<file path="src/rtl/bbpd_pkg.sv">
package bbpd_pkg;

    typedef enum logic [1:0] {
        DIR_HOLD = 2'd0,
        DIR_SLOW = 2'd1,
        DIR_FAST = 2'd2
    } pd_dir_e;

    typedef struct packed {
        logic up;
        logic dn;
        logic bit_q;
    } pd_out_t;

    // Three-point vote: no transition -> hold; edge sample agrees with
    // current bit -> clock early (slow down); otherwise clock late.
    function automatic pd_dir_e pd_vote(input logic mid, input logic edg, input logic nxt);
        if (mid == nxt)      return DIR_HOLD;
        else if (edg == mid) return DIR_SLOW;
        else                 return DIR_FAST;
    endfunction

    function automatic int sat_step(input int cur, input int delta, input int lim);
        int s;
        s = cur + delta;
        if (s > lim)  s = lim;
        if (s < -lim) s = -lim;
        return s;
    endfunction

endpackage

</file>
<file path="src/rtl/bbpd_vote.sv">
module bbpd_vote
    import bbpd_pkg::*;
(
    input  logic    clk,
    input  logic    rst,
    input  logic    smp_mid,
    input  logic    smp_edge,
    input  logic    smp_next,
    input  logic    smp_vld,
    input  logic    acq_ok,
    output logic    step_up,
    output logic    step_dn,
    output pd_out_t out_q
);

    pd_dir_e dir;

    always_comb begin
        dir     = pd_vote(smp_mid, smp_edge, smp_next);
        step_up = smp_vld && acq_ok && (dir == DIR_FAST);
        step_dn = smp_vld && acq_ok && (dir == DIR_SLOW);
    end

    always_ff @(posedge clk) begin
        if (rst) begin
            out_q <= '0;
        end else begin
            out_q.up <= step_up;
            out_q.dn <= step_dn;
            if (smp_vld) out_q.bit_q <= smp_mid;
        end
    end

    // pulses exclusive
    a_r5_exclusive: assert property (@(posedge clk) disable iff (rst)
        !(out_q.up && out_q.dn));

    // no strobe -> no pulse on the next cycle
    a_r5_idle_quiet: assert property (@(posedge clk) disable iff (rst)
        (!$past(rst) && !$past(smp_vld)) |-> (!out_q.up && !out_q.dn));

    // acquisition gate blocks decisions
    a_r9_gate: assert property (@(posedge clk) disable iff (rst)
        (!$past(rst) && !$past(acq_ok)) |-> (!out_q.up && !out_q.dn));

    // no transition -> no pulse
    a_r1_no_transition: assert property (@(posedge clk) disable iff (rst)
        (!$past(rst) && $past(smp_mid == smp_next)) |-> (!out_q.up && !out_q.dn));

endmodule

</file>
<file path="src/rtl/bbpd_integ.sv">
module bbpd_integ
    import bbpd_pkg::*;
#(
    parameter int CW      = 16,
    parameter int GAIN_I  = 4,
    parameter int INT_LIM = 2000
) (
    input  logic                 clk,
    input  logic                 rst,
    input  logic                 step_up,
    input  logic                 step_dn,
    output logic signed [CW-1:0] integ_o
);

    int delta;
    int next_val;

    always_comb begin
        delta    = step_up ? GAIN_I : (step_dn ? -GAIN_I : 0);
        next_val = sat_step(int'(integ_o), delta, INT_LIM);
    end

    always_ff @(posedge clk) begin
        if (rst) integ_o <= '0;
        else     integ_o <= CW'(next_val);
    end

    // bounded
    a_r8_bounds: assert property (@(posedge clk) disable iff (rst)
        (int'(integ_o) <= INT_LIM) && (int'(integ_o) >= -INT_LIM));

    // holds without a step
    a_r7_hold: assert property (@(posedge clk) disable iff (rst)
        (!$past(rst) && !$past(step_up) && !$past(step_dn)) |-> $stable(integ_o));

endmodule

</file>
<file path="src/rtl/bbpd_mix.sv">
module bbpd_mix #(
    parameter int CW   = 16,
    parameter int KICK = 64
) (
    input  logic signed [CW-1:0] integ_i,
    input  logic                 up_i,
    input  logic                 dn_i,
    output logic signed [CW-1:0] word_o
);

    localparam logic signed [CW-1:0] KICK_W = CW'(KICK);

    logic signed [CW-1:0] kick;

    always_comb begin
        if (up_i)      kick = KICK_W;
        else if (dn_i) kick = -KICK_W;
        else           kick = '0;
        word_o = integ_i + kick;
    end

endmodule

</file>
<file path="src/rtl/bangbang_pd.sv">
module bangbang_pd
    import bbpd_pkg::*;
#(
    parameter int CW      = 16,
    parameter int KICK    = 64,
    parameter int GAIN_I  = 4,
    parameter int INT_LIM = 2000
) (
    input  logic                 clk,
    input  logic                 rst,
    input  logic                 smp_mid,
    input  logic                 smp_edge,
    input  logic                 smp_next,
    input  logic                 smp_vld,
    input  logic                 acq_ok,
    output logic                 pd_up,
    output logic                 pd_dn,
    output logic                 rx_bit,
    output logic signed [CW-1:0] ctrl_word
);

    logic                 step_up;
    logic                 step_dn;
    pd_out_t              vq;
    logic signed [CW-1:0] integ;

    bbpd_vote u_vote (
        .clk      (clk),
        .rst      (rst),
        .smp_mid  (smp_mid),
        .smp_edge (smp_edge),
        .smp_next (smp_next),
        .smp_vld  (smp_vld),
        .acq_ok   (acq_ok),
        .step_up  (step_up),
        .step_dn  (step_dn),
        .out_q    (vq)
    );

    bbpd_integ #(.CW(CW), .GAIN_I(GAIN_I), .INT_LIM(INT_LIM)) u_integ (
        .clk     (clk),
        .rst     (rst),
        .step_up (step_up),
        .step_dn (step_dn),
        .integ_o (integ)
    );

    bbpd_mix #(.CW(CW), .KICK(KICK)) u_mix (
        .integ_i (integ),
        .up_i    (vq.up),
        .dn_i    (vq.dn),
        .word_o  (ctrl_word)
    );

    assign pd_up  = vq.up;
    assign pd_dn  = vq.dn;
    assign rx_bit = vq.bit_q;

    // retimed bit holds between strobes
    a_r4_bit_hold: assert property (@(posedge clk) disable iff (rst)
        (!$past(rst) && !$past(smp_vld)) |-> $stable(rx_bit));

    // without a strobe the control word carries no kick and does not move
    a_r6_no_kick_idle: assert property (@(posedge clk) disable iff (rst)
        (!$past(rst, 2) && !$past(rst) && !$past(smp_vld) && !$past(pd_up) && !$past(pd_dn))
            |-> $stable(ctrl_word));

endmodule

</file>
<file path="config.mk">
export PLATFORM = sky130hd
export DESIGN_NAME = bangbang_pd
export DESIGN_NICKNAME = d
export VERILOG_FILES = /design/src/rtl/bbpd_pkg.sv /design/src/rtl/bbpd_vote.sv /design/src/rtl/bbpd_integ.sv /design/src/rtl/bbpd_mix.sv /design/src/rtl/bangbang_pd.sv
export SDC_FILE = /design/constraint.sdc
export NUM_CORES = 1
export LEC_CHECK = 0
export BUFFER_PORTS_ARGS = -buffer_cell sky130_fd_sc_hd__clkbuf_2
export CORE_MARGIN = 2
export CORE_UTILIZATION = 45
export CTS_BUF_LIST = sky130_fd_sc_hd__clkbuf_16
export DETAILED_ROUTE_END_ITERATION = 12
export MAX_ROUTING_LAYER = met4
export PLACE_DENSITY = 0.61
export SYNTH_ARGS = -nofsm -noshare
export SYNTH_HDL_FRONTEND = slang
export SYNTH_SLANG_ARGS = --single-unit
export TNS_END_PERCENT = 100
</file>
<file path="constraint.sdc">
create_clock -name clk -period 11.4 [get_ports clk]
set_input_delay 1.71 -clock clk [delete_from_list [all_inputs] [get_ports clk]]
set_output_delay 1.71 -clock clk [all_outputs]
set_load 0.03 [all_outputs]
</file>
======== Word level (Yosys, flattened, before mapping) ========
Index checks and enable logic that the tools add are counted.
operators by class
  add/subtract/negate cells ............... 2
  order comparisons ....................... 2
  eq/ne operators ......................... 4
  multiplexer cells ....................... 8
  reductions and logical operators ........ 4
operators by type and width
  cell                    number
  $mux W32                3
  $mux W16                3
  $add A16 B32 Y32        1
  $gt A32 B12 Y1 const B  1
  $lt A32 B12 Y1 const B  1
  $add A16 B16 Y16        1
  $mux W2                 2
  $logic_and A1 B1 Y1     3
  $eq A1 B1 Y1            2
  $eq A2 B1 Y1 const B    1
  $eq A2 B2 Y1 const B    1
  $reduce_or A2 Y1        1
storage, ports and cells
  flip-flop bits (word level) ............. 19
  input bits .............................. 7
  output and inout port bits .............. 19
  logic and storage cells ................. 25

======== Depth between registers and ports, before layout ========
Gate-level depths: netlist of run 1.
  word-level depth ........................ 12
  mapped depth ............................ 20
  depth with buffers taken out ............ 18

======== By module ========
A second synthesis of run 1 with hierarchy kept.
second synthesis, totals
  cells, all modules ...................... 265
  area, all modules ....................... 2014.4 µm²
by module, submodules not included
  module      times used  cells each  area an instance (µm²)  sequential area each (µm²)
  bbpd_integ  1           202         1524.0                  320.3
  bbpd_mix    1           48          352.8                   0.0
  bbpd_vote   1           15          137.6                   60.1

======== Worst setup path after synthesis of run 1 ========
Ideal clock, no wire load.
  path type ............................... input to register
  from .................................... input port smp_next
  to ...................................... register u_integ.integ_o[10]
  setup time .............................. 95 ps
  arrival time ............................ 5703 ps
  data required time ...................... 11305 ps
  setup slack ............................. 5601 ps
  stages .................................. 20
  path buffers ............................ 2
  cell sequence ........................... xor2_1 and3_1 nand2_1 inv_1 ha_1 buf_6 and2_1 a32o_1 o211a_1 o211ai_1 a21boi_0 o21ai_0 nand2b_1 fa_1 clkbuf_1 nor3b_1 o211ai_1 nor4b_2 nand3_2 a221oi_1
between the ends
  cells in the longest elaborated chain, start to end .. 11
  elaborated cells on any way between the ends .. 13
  classes of those cells .................. 1 x add/sub; 2 x order compare; 3 x eq/ne; 4 x mux; 3 x reduce/logical
ends and longest elaborated chain
  item                        RTL line           source
  start, declared             bangbang_pd.sv:13  input logic smp_next,
  $eq A1 B1 Y1 *              bbpd_pkg.sv:18     if (mid == nxt) return DIR_HOLD;
  $mux W2 *                   bbpd_pkg.sv:18
  $eq A2 B1 Y1                bbpd_vote.sv:21    step_dn = smp_vld && acq_ok && (dir == DIR_SLOW);
  $logic_and A1 B1 Y1         bbpd_vote.sv:21
  $mux W32                    bbpd_integ.sv:19   delta = step_up ? GAIN_I : (step_dn ? -GAIN_I : 0);
  $mux W32 *                  bbpd_integ.sv:19
  $add A16 B32 Y32 *          bbpd_pkg.sv:25     s = cur + delta;
  $gt A32 B12 Y1              bbpd_pkg.sv:26     if (s > lim) s = lim;
  $mux W32 *                  bbpd_pkg.sv:26
  $lt A32 B12 Y1              bbpd_pkg.sv:27     if (s < -lim) s = -lim;
  $reduce_or A2 Y1 (no line)  --
  end signal, assigned        bbpd_integ.sv:25   else integ_o <= CW'(next_val);
  end, declared               bbpd_integ.sv:12   output logic signed [CW-1:0] integ_o
Mark *: on every way between the ends. The rest lies on a longest branch, timed or not.
A chain may end at the register's enable or synchronous reset.

======== Worst setup path in the final report of run 1 ========
  from .................................... input port smp_mid
  to ...................................... register u_integ.integ_o[6]
between the ends
  cells in the longest elaborated chain, start to end .. 12
  elaborated cells on any way between the ends .. 15
  classes of those cells .................. 1 x add/sub; 2 x order compare; 4 x eq/ne; 5 x mux; 3 x reduce/logical
ends and longest elaborated chain
  item                        RTL line           source
  start, declared             bangbang_pd.sv:11  input logic smp_mid,
  $eq A1 B1 Y1                bbpd_pkg.sv:19     else if (edg == mid) return DIR_SLOW;
  $mux W2                     bbpd_pkg.sv:19
  $mux W2 *                   bbpd_pkg.sv:18
  $eq A2 B1 Y1                bbpd_vote.sv:21
  $logic_and A1 B1 Y1         bbpd_vote.sv:21
  $mux W32                    bbpd_integ.sv:19
  $mux W32 *                  bbpd_integ.sv:19
  $add A16 B32 Y32 *          bbpd_pkg.sv:25
  $gt A32 B12 Y1              bbpd_pkg.sv:26
  $mux W32 *                  bbpd_pkg.sv:26
  $lt A32 B12 Y1              bbpd_pkg.sv:27
  $reduce_or A2 Y1 (no line)  --
Marked as above.

==> run_results.csv, run 1 <==
group,metric,value,unit
layout,layout_common_cells,"clkbuf_2, ha_1, dfxtp_1, a21oi_1, inv_1",
yosys,synth_cell_types,58,
sta,relSlewSlack,49.75,%
global_route,grt-busiest-layer,"met2",
layout,fillers,393,
worst_setup_path,critical_path.endpoint_type,"flip-flop",
floorplanning,die_x,69.71,um
route,wirelength,4248,um
global_route,globalRouteMet3Util,1.308,%
floorplanning,die_height,69.71,um
floorplanning,ios,26,
worst_setup_path,start_kind,"primary input",
placement,portBuffers,25,
yosys,async_reset_ff_share,0,%
floorplanning,core,4086,um2
yosys,syn_avg_cell_area,8.522,um2
yosys,netlist_area,1943,um2
global_route,grt_overflow,0,
clock_tree,cts.clk_slew.worst_paths,50,ps
yosys,ys.flop_type,"dfxtp_1",
clock_tree,cts_htree_levels,1,
worst_setup_path,reg2regPathDepth,14,
power,max-vdd-ir-drop,0.08112,mV
worst_setup_path,r2r-start,"u_integ.integ_o[5]$_SDFF_PP0_",
global_route,grtUsageMet1,27.40,%
worst_setup_path,r2r_end,"u_integ.integ_o[6]$_SDFF_PP0_",
clock_tree,clock_latency,250,ps
global_route,grt_pass1_wl,7452,um
hold_path,hold_path_class,"reg -> reg",
worst_setup_path,path_max_fanout,14,
sta,worst_slew_pin_slew,747.3,ps
clock_tree,clock_sinks,19,
power,power_leakage,0.001119,uW
yosys,syn_inst,228,
placement,dpl_cell_area,2051,um2
worst_setup_path,rrSetupSlack,7300,ps
layout,area_growth,9.659,%
route,wire_per_inst,14.45,um
route,viasPerCell,5.707,
layout,drive_gt1_share,16.80,%
power,powerDensity,119.2,nW/um2
global_route,grtUsageTotal,19.18,%
sta,holdWs,449.5,ps
global_route,grt_use_met2,29.06,%
clock_tree,cts_buffers,3,
global_route,grt_max_degree,18,
layout,layout.nets,278,
clock_tree,post_cts_buffers,0,
placement,dp_hpwl,3326,um
layout,layout_commonest_cell,"clkbuf_2",
clock_tree,cts_resized,0,
worst_setup_path,worstSetupPathType,"in -> reg",
hold_path,min_to,"u_integ.integ_o[1]$_SDFF_PP0_",
floorplanning,die_area,4859,um2
yosys,synth_nets,261,
hold_path,hold_start,"u_integ.integ_o[1]$_SDFF_PP0_",
flow_run,cap_violations,0,
sta,max_freq,160.3,MHz
worst_setup_path,worstPathArrival,6390,ps
sta,finalHoldViolCount,0,
yosys,yosysWarnings,0,
global_route,grt_pass1_vias,1604,
clock_tree,cts_tree,"built",
route,drt_iter0_markers,89,
route,drc,0,
route,num_vias,1678,
route,postRouteAntennaNets,0,
sta,drv_slew,0,
sta,finalSetupViolCount,0,
clock_tree,cts-root-buf,"clkbuf_16",
floorplanning,fp-row-count,23,
hold_path,hold_depth,2,
clock_tree,holdBufCountCts,0,
yosys,synth-edff-count,0,
sta,rsz0062_at_grt,"no",
yosys,ys_ff_latch,19,
yosys,ys_seq_area_share,19.58,%
worst_setup_path,required,11550,ps
global_route,antenna_found_initial,0,
layout,fin_area,2131,um2
route,first_pass_iters,4,
outcome,outcome,"completed",
floorplanning,initial_utilization,47.55,%
sta,period_share,54.73,%
sta,fin_setup_tns,0,ps
clock_tree,max-clock-path-buffers,2,
sta,final.min_clock_period,6239,ps
layout,antenna_cells,0,
sta,fin_worst_skew,1.365,ps
placement,place_congestion,0.8659,
[worst max-delay path by stage]
stage / to / slack (ps) / from
6_report: u_integ.integ_o[6]$_SDFF_PP0_ / 5160 / smp_mid
5_1_grt: u_integ.integ_o[7]$_SDFF_PP0_ / 4730 / smp_mid
4_1_cts: u_integ.integ_o[8]$_SDFF_PP0_ / 5110 / smp_mid
3_5_place_dp: u_integ.integ_o[8]$_SDFF_PP0_ / 4870 / smp_mid
3_3_place_gp: u_integ.integ_o[8]$_SDFF_PP0_ / 4920 / smp_mid
2_1_floorplan: u_integ.integ_o[10]$_SDFF_PP0_ / 5600 / smp_next
[cell type report]
cell class                 count  area [um2]  area share, %
inverter                      15       56.30          2.642
clock buffer                   3       75.07          3.523
clock inverter                 1       5.005         0.2349
timing repair buffer          25       125.1          5.872
tap                           50       62.56          2.936
multi-input combinational    181        1426          66.94
sequential                    19       380.4          17.85
[metrics by stage]
step	power, uW	util [%]	setup WS [ps]	cells
after global routing	270.5	52.14	4731	294
after global placement	183.2	50.18	4918	290
after floorplan	161.1	-	5601	228
final	254.0	52.14	5161	294
after detailed placement	182.1	50.18	4875	290
after CTS	255.6	52.14	5111	294
[registers in the layout (all words and copies together), names as in the netlist]
name,flops
u_vote.out_q,3
u_integ.integ_o,16
[worst max-delay path: stages]
cell and delay, ps:
clkbuf_2 110, xor2_1 140, and3_1 200, nand2_1 110, inv_1 420, ha_1 410, and2_1 210, a32o_1 300
o211a_1 280, o211ai_1 160, a21boi_0 100, o21ai_0 180, nand2b_1 90, fa_1 550, nor3b_1 260, o211ai_1 120
nor4b_2 400, nand3_2 270, a221oi_1 350
[cells in the mapped netlist (2+ instances only)]
cell,number,area share [%]
ha_1,23,15
nor3b_1,3,1.2
nor2_1,10,1.9
nand2b_1,6,1.9
nor4_1,2,0.64
clkbuf_1,5,0.97
xnor2_1,11,5.0
xor2_1,8,3.6
buf_4,6,2.3
nor3_1,5,1.3
inv_1,15,2.9
a22oi_1,2,0.77
o211ai_1,2,0.77
and2_1,3,0.97
nor2b_1,3,0.97
or2_2,2,0.64
a221oi_1,5,2.3
a21o_1,11,4.2
o21ai_0,8,2.1
o211a_1,3,1.5
or4_1,3,1.2
dfxtp_1,19,20
mux2i_1,4,2.1
fa_1,3,3.1
o21a_1,2,0.77
a21oi_1,18,4.6
nand2_1,11,2.1
o21bai_1,2,0.77
and3_1,3,0.97
a211oi_1,2,0.77
[per-layer routing]
metal / routed length [um] / vias up
li1: - / 872
met5: 0 / -
met4: 57 / 0
met3: 127 / 4
met1: 2188 / 770
met2: 1875 / 32
[power by group]
part | leakage (uW) | internal (uW) | switching (uW)
clock network | 0.0000409 | 47.0 | 24.9
logic | 0.000923 | 39.8 | 64.5
registers | 0.000156 | 72.7 | 5.01
total | 0.00112 | 160 | 94.4
[cell families after synthesis]
family,after synthesis,share of synthesized area [%]
buffers and inverters,28,7.018
flip-flops,19,19.57
XOR/XNOR,19,8.564
AO/OA/AOI/OAI,72,26.72
AND/OR/NAND/NOR,60,18.16
multiplexers,4,2.061
adder cells (fa/ha/maj),26,17.90
No activity file was read; power rests on OpenSTA's default activity.
==> run 2: changes to the inputs <==
--- a/config.mk
+++ b/config.mk
@@ -5,13 +5,14 @@
 export SDC_FILE = /design/constraint.sdc
 export NUM_CORES = 1
 export LEC_CHECK = 0
+export ABC_AREA = 1
 export BUFFER_PORTS_ARGS = -buffer_cell sky130_fd_sc_hd__clkbuf_2
 export CORE_MARGIN = 2
 export CORE_UTILIZATION = 45
 export CTS_BUF_LIST = sky130_fd_sc_hd__clkbuf_16
 export DETAILED_ROUTE_END_ITERATION = 12
 export MAX_ROUTING_LAYER = met4
-export PLACE_DENSITY = 0.61
+export PLACE_DENSITY = 0.63
 export SYNTH_ARGS = -nofsm -noshare
 export SYNTH_HDL_FRONTEND = slang
 export SYNTH_SLANG_ARGS = --single-unit
==> constraint.sdc (replaced) <==
create_clock -name clk -period 5.2 [get_ports clk]
set_input_delay 0.78 -clock clk [delete_from_list [all_inputs] [get_ports clk]]
set_output_delay 0.78 -clock clk [all_outputs]
set_load 0.03 [all_outputs]
==> run 2 against run 1 <==
  * Core utilization fell by 1.5 points
  * Via count grew 28%
  * Flip-flop and latch count is the same
  * Highest routed layer unchanged
==> run_results.csv, run 2 <==
group,metric,value,unit
yosys,synth_compound_area_share,8.080,%
floorplanning,initial_utilization,45.85,%
yosys,synth.area.mux_share,0,%
floorplanning,die_height,72.91,um
yosys,synth_area_leaders,"dfxtp_1, nand2_1, ha_1",
clock_tree,cts_tree,"built",
sta,final.min_clock_period,3680,ps
yosys,yosysWarnings,0,
yosys,synth.most_common_cell,"nand2_1",
worst_setup_path,path_max_fanout,15,
yosys,syn_avg_cell_area,5.969,um2
worst_setup_path,critical_path.endpoint_type,"flip-flop",
yosys,synth_cell_types,25,
route,first_pass_iters,5,
layout,layout_commonest_cell,"nand2_1",
clock_tree,cts_htree_levels,1,
floorplanning,core,4661,um2
power,total_power,554.6,uW
route,viasPerCell,4.947,
yosys,synth_top_family_by_area,"simple AND/OR/NAND/NOR gates",
route,postRouteAntennaNets,0,
yosys,syn_inst,358,
clock_tree,clock_latency,250,ps
clock_tree,cts-root-buf,"clkbuf_16",
layout,drive_gt1_share,11.32,%
layout,regMostFlops,"u_integ.integ_o",
outcome,outcome,"completed",
yosys,synth_top_cell_by_area,"dfxtp_1",
route,wire_per_inst,11.21,um
yosys,ys_ff_latch,19,
clock_tree,cts.clk_slew.worst_paths,60,ps
sta,period_share,70.78,%
layout,fin_cells,434,
yosys,async_reset_ff_share,0,%
global_route,antenna_found_initial,0,
placement,placed_cells,430,
yosys,yosys.area_share.simple,40.75,%
layout,fillers,488,
sta,max_freq,271.7,MHz
clock_tree,clock_sinks,19,
sta,finalSetupViolCount,0,
sta,drv_slew,0,
layout,antenna_cells,0,
global_route,grt_overflow,0,
floorplanning,fp-row-count,25,
layout,layout.nets,414,
sta,rsz0062_at_grt,"no",
sta,worst_slew_pin_slew,680.4,ps
worst_setup_path,start_kind,"primary input",
flow_run,cap_violations,0,
hold_path,hold_path_class,"reg -> reg",
layout,layout_common_cells,"nand2_1, inv_1, nor2_1, nand3_1, clkbuf_2",
yosys,ys_seq_area_share,17.80,%
global_route,grtUsageTotal,19.94,%
yosys,ys.flop_type,"dfxtp_1",
power,power_leakage,0.001357,uW
worst_setup_path,worstSetupPathType,"in -> reg",
floorplanning,ios,26,
layout,reg_top3,"u_integ.integ_o x16, u_vote.out_q x3",
placement,portBuffers,25,
placement,dp_hpwl,4052,um
global_route,grt_max_degree,16,
floorplanning,die_x,72.91,um
sta,relSlewSlack,54.47,%
global_route,grt_pass1_vias,1855,
yosys,synth_xor_area_share,4.098,%
yosys,synth-adder-area-share,16.28,%
yosys,synth_nets,391,
placement,place_congestion,0.9117,
power,powerDensity,235.0,nW/um2
floorplanning,die_area,5316,um2
yosys,synth-edff-count,0,
clock_tree,holdBufCountCts,0,
placement,dpl_cell_area,2277,um2
sta,finalHoldViolCount,0,
clock_tree,post_cts_buffers,0,
clock_tree,max-clock-path-buffers,2,
route,wirelength,4865,um
clock_tree,cts_resized,0,
yosys,synth_common_cells,"nand2_1, inv_1, nor2_1",
layout,largest_register_ffs,16,
worst_setup_path,required,5360,ps
yosys,synth_largest_type_area_fraction,17.80,%
layout,fin_area,2360,um2
global_route,grt_pass1_wl,8211,um
power,max-vdd-ir-drop,0.2316,mV
clock_tree,cts_buffers,3,
yosys,netlist_area,2137,um2
worst_setup_path,worstPathArrival,3840,ps
route,num_vias,2147,
sta,fin_worst_skew,7.153,ps
route,drc,0,
route,drt_iter0_markers,120,
sta,fin_setup_tns,0,ps
layout,area_growth,10.42,%
-- run 2: cell types whose count changed in the layout (fill, tap and decap cells not counted), moves of 6 or more --
cell / change
a21oi_1: +6
nand2b_1: -6
a21o_1: -10
nand3_1: +37
nand2_1: +90
nor2_1: +36
inv_1: +43
xnor2_1: -7
nand2_2: +9
-- run 2: metal layers --
layer / track usage (%) / wire, um / vias to the layer above
met5: - / 0 / -
met4: 2.058 / 35 / 0
met3: 3.453 / 118 / 4
met2: 32.73 / 2281 / 24
met1: 26.64 / 2430 / 949
li1: - / - / 1170
-- run 2: stage by stage --
step	hold WS (ps)	setup slack (ps)	util, %
2_1_floorplan	430.6	1248	-
3_3_place_gp	454.4	1313	48.86
3_5_place_dp	451.0	1235	48.86
4_1_cts	459.6	1495	50.63
5_1_grt	499.4	1137	50.63
6_report	459.2	1520	50.63
-- run 2: kinds of logic (layout without fill, tap and decap cells) --
family	Yosys count	count (layout)
AOI/OAI and AO/OA	32	32
xor gates and xnor gates	10	10
adders and majority gates	26	26
buffers and inverters	66	88
DFF	19	19
and+or+nand+nor	205	205
-- run 2: final cells by class --
| class | count | area [um2] | share of cell area [%] |
|---|---|---|---|
| multi-input cells | 273 | 1479 | 62.67 |
| flip-flops and latches | 19 | 380.4 | 16.12 |
| inverters | 58 | 217.7 | 9.226 |
| repair buffers | 26 | 132.6 | 5.620 |
| clock buffers | 3 | 75.07 | 3.181 |
| well taps | 54 | 67.56 | 2.863 |
| clock inverters | 1 | 7.507 | 0.3181 |
-- run 2: power by group --
| group | internal [uW] | leakage (uW) | switching, uW |
|---|---|---|---|
| clock | 104 | 0.0000371 | 54.8 |
| combinational | 72.7 | 0.00116 | 153 |
| sequential | 159 | 0.000156 | 11.5 |
| total | 335 | 0.00136 | 219 |
-- run 2: critical path, stage by stage --
cell	delay [ps]
clkbuf_2	120
nor2_1	50
nor4_1	310
inv_1	100
nor2_1	100
buf_4	240
ha_1	320
nand2_1	130
inv_1	50
a21oi_1	210
nor2_1	60
nor2_1	120
nand2_1	80
fa_1	440
nand3b_1	170
nor2_1	100
nand2_1	70
nand2_2	170
nand3_1	100
nand2_1	70
inv_1	40
-- run 2: final timing paths --
kind / slack, ps / cells after the start / end / start
hold reg to reg: 460 / 2 / u_integ.integ_o[0]$_SDFF_PP0_ / u_integ.integ_o[0]$_SDFF_PP0_
setup reg to reg: 2600 / 15 / u_integ.integ_o[4]$_SDFF_PP0_ / u_integ.integ_o[8]$_SDFF_PP0_
hold / removal: 460 / 2 / u_integ.integ_o[0]$_SDFF_PP0_ / u_integ.integ_o[0]$_SDFF_PP0_
setup / recovery: 1520 / 21 / u_integ.integ_o[4]$_SDFF_PP0_ / smp_mid
==> run 3: changes to the inputs <==
--- a/config.mk
+++ b/config.mk
@@ -12,7 +12,7 @@
 export CTS_BUF_LIST = sky130_fd_sc_hd__clkbuf_16
 export DETAILED_ROUTE_END_ITERATION = 12
 export MAX_ROUTING_LAYER = met4
-export PLACE_DENSITY = 0.63
+export PLACE_DENSITY = 0.6
 export SYNTH_ARGS = -nofsm -noshare
 export SYNTH_HDL_FRONTEND = slang
 export SYNTH_SLANG_ARGS = --single-unit
==> constraint.sdc (replaced) <==
create_clock -name clk -period 3.59 [get_ports clk]
set_input_delay 0.5385 -clock clk [delete_from_list [all_inputs] [get_ports clk]]
set_output_delay 0.5385 -clock clk [all_outputs]
set_load 0.03 [all_outputs]
==> run 3 against run 2 <==
  * Via count increased by 2.5%
  * Clock-buffer cell count is the same
  * Non-clock buffer count grew 9
==> run_results.csv, run 3 (synthesis results as in run 2) <==
group,metric,value,unit
outcome,outcome,"completed",
power,power_leakage,0.001411,uW
floorplanning,fp-row-count,25,
sta,relSlewSlack,82.42,%
floorplanning,ios,26,
sta,period_share,90.33,%
sta,holdWs,459.3,ps
global_route,grtUsageTotal,21.67,%
hold_path,hold_start,"u_integ.integ_o[1]$_SDFF_PP0_",
worst_setup_path,reg2regPathDepth,14,
hold_path,hold_path_class,"reg -> reg",
clock_tree,cts_htree_levels,1,
global_route,antenna_found_initial,0,
layout,register_area,380.4,um2
hold_path,min_to,"u_integ.integ_o[1]$_SDFF_PP0_",
power,powerDensity,332.1,nW/um2
layout,area_growth,14.99,%
route,wire_per_inst,11.30,um
layout,final_util,52.72,%
floorplanning,initial_utilization,45.85,%
worst_setup_path,worstPathArrival,3390,ps
worst_setup_path,path_max_fanout,15,
hold_path,hold_depth,2,
sta,final.min_clock_period,3243,ps
worst_setup_path,r2r-start,"u_integ.integ_o[8]$_SDFF_PP0_",
global_route,grt_overflow,0,
power,p_seq_share,30.3,%
power,switching_share,38.75,%
floorplanning,die_x,72.91,um
sta,worst_slew_pin_slew,260.9,ps
placement,place_congestion,0.9108,
power,p_comb_share,42.7,%
layout,fillers,513,
worst_setup_path,critical_path.endpoint_type,"flip-flop",
route,postRouteAntennaNets,0,
clock_tree,holdBufCountCts,0,
worst_setup_path,required,3740,ps
layout,reg_top3,"u_integ.integ_o x16, u_vote.out_q x3",
power,max-vdd-ir-drop,0.2381,mV
route,num_vias,2200,
route,viasPerCell,4.966,
layout,antenna_cells,0,
flow_run,cap_violations,0,
clock_tree,clock_sinks,19,
route,first_pass_iters,4,
floorplanning,core,4661,um2
floorplanning,die_area,5316,um2
clock_tree,cts_buffers,3,
power,clkPwrFrac,27.0,%
route,drt_iter0_markers,103,
route,drc,0,
clock_tree,clock_latency,250,ps
layout,regMostFlops,"u_integ.integ_o",
clock_tree,cts_tree,"built",
sta,finalHoldViolCount,0,
worst_setup_path,r2r_end,"u_integ.integ_o[4]$_SDFF_PP0_",
global_route,grt_pass1_wl,8901,um
sta,fin_worst_skew,3.859,ps
placement,dp_hpwl,4263,um
global_route,grt_pass1_vias,2023,
placement,portBuffers,25,
worst_setup_path,rrSetupSlack,1070,ps
sta,finalSetupViolCount,0,
sta,drv_slew,0,
sta,max_freq,308.4,MHz
power,p_int,499.8,uW
route,wirelength,5004,um
worst_setup_path,critical_path.startpoint,"smp_vld",
layout,layout.nets,423,
power,power_switching,316.2,uW
layout,drive_gt1_share,14.14,%
floorplanning,die_height,72.91,um
clock_tree,cts.clk_slew.worst_paths,50,ps
clock_tree,cts-root-buf,"clkbuf_16",
global_route,grt_max_degree,16,
layout,multi_input_area,1499,um2
layout,largest_register_ffs,16,
clock_tree,max-clock-path-buffers,2,
worst_setup_path,start_kind,"primary input",
layout,layout_commonest_cell,"nand2_1",
layout,layout_common_cells,"nand2_1, inv_1, nor2_1, nand3_1, clkbuf_2",
worst_setup_path,worstSetupPathType,"in -> reg",
==> run 3: cell types whose count changed in the layout (fill, tap and decap cells not counted), sizes merged <==
| cell | delta |
|---|---|
| buf | +9 |
| clkinv | +1 |
| clkinvlp | -1 |
==> run 3: layout make-up <==
| class | count | share of cell area (%) |
|---|---|---|
| clock buffer | 3 | 3.055 |
| clock inverter | 1 | 0.2037 |
| tap | 54 | 2.749 |
| timing repair buffer | 35 | 8.656 |
| inverter | 58 | 8.859 |
| sequential | 19 | 15.48 |
| multi-input combinational | 273 | 61.00 |
==> run 3: per-stage QoR <==
stage | TNS, ps | instance area [um2] | power [uW] | worst slack, ps | cells
final | 0 | 2457 | 816.0 | 347.2 | 443
after global routing | -5.694 | 2457 | 880.9 | -4.873 | 443
after CTS | 0 | 2440 | 821.7 | 244.4 | 443
after detailed placement | 0 | 2360 | 597.6 | 8.009 | 439
after global placement | 0 | 2360 | 597.5 | 64.77 | 439
after floorplan | 0 | 2140 | 512.1 | 112.2 | 358
==> run 3: per-layer routing <==
metal | up-vias | track usage, % | share of wire, %
met3 | 6 | 2.901 | 3.4
li1 | 1198 | - | -
met2 | 36 | 35.66 | 47
met4 | 0 | 3.498 | 0.96
met1 | 960 | 28.95 | 48
met5 | - | - | 0
==> run 3: worst max-delay path by stage <==
stage	slack, ps	cells past startpoint	to
final	350	21	u_integ.integ_o[4]$_SDFF_PP0_
after global routing	-5	21	u_integ.integ_o[4]$_SDFF_PP0_
after CTS	240	21	u_integ.integ_o[4]$_SDFF_PP0_
after detailed placement	8	21	u_integ.integ_o[4]$_SDFF_PP0_
after global placement	60	21	u_integ.integ_o[4]$_SDFF_PP0_
after floorplan	110	19	u_integ.integ_o[5]$_SDFF_PP0_
==> run 3: power by group through the flow <==
| stage | sequential, uW | combinational (uW) | clock, uW |
|---|---|---|---|
| finish | 247 | 349 | 220 |
| CTS | 248 | 347 | 227 |
| detailed placement | 252 | 346 | 0 |
| floorplan | 246 | 266 | 0 |
| global placement | 253 | 345 | 0 |
| global route | 249 | 395 | 237 |
==> run 3: repair_timing <==
item	in CTS	in global routing
buffers inserted	0	0
setup endpoints to repair	0	11
resized for setup	0	3
==> run 3: worst max-delay path: stages <==
cell      delay (ps)
clkbuf_2          80
inv_1             60
nor4_4           280
inv_1             90
nor2_2           130
buf_12           160
ha_1             260
nand2_1          110
inv_1             50
a21oi_1          170
nor2_1            60
nor2_1           120
nand2_1           80
fa_1             440
nand3b_1         170
nor2_1           100
nand2_1           70
nand2_2          190
nand3_1          100
nand2_1           70
inv_1             40
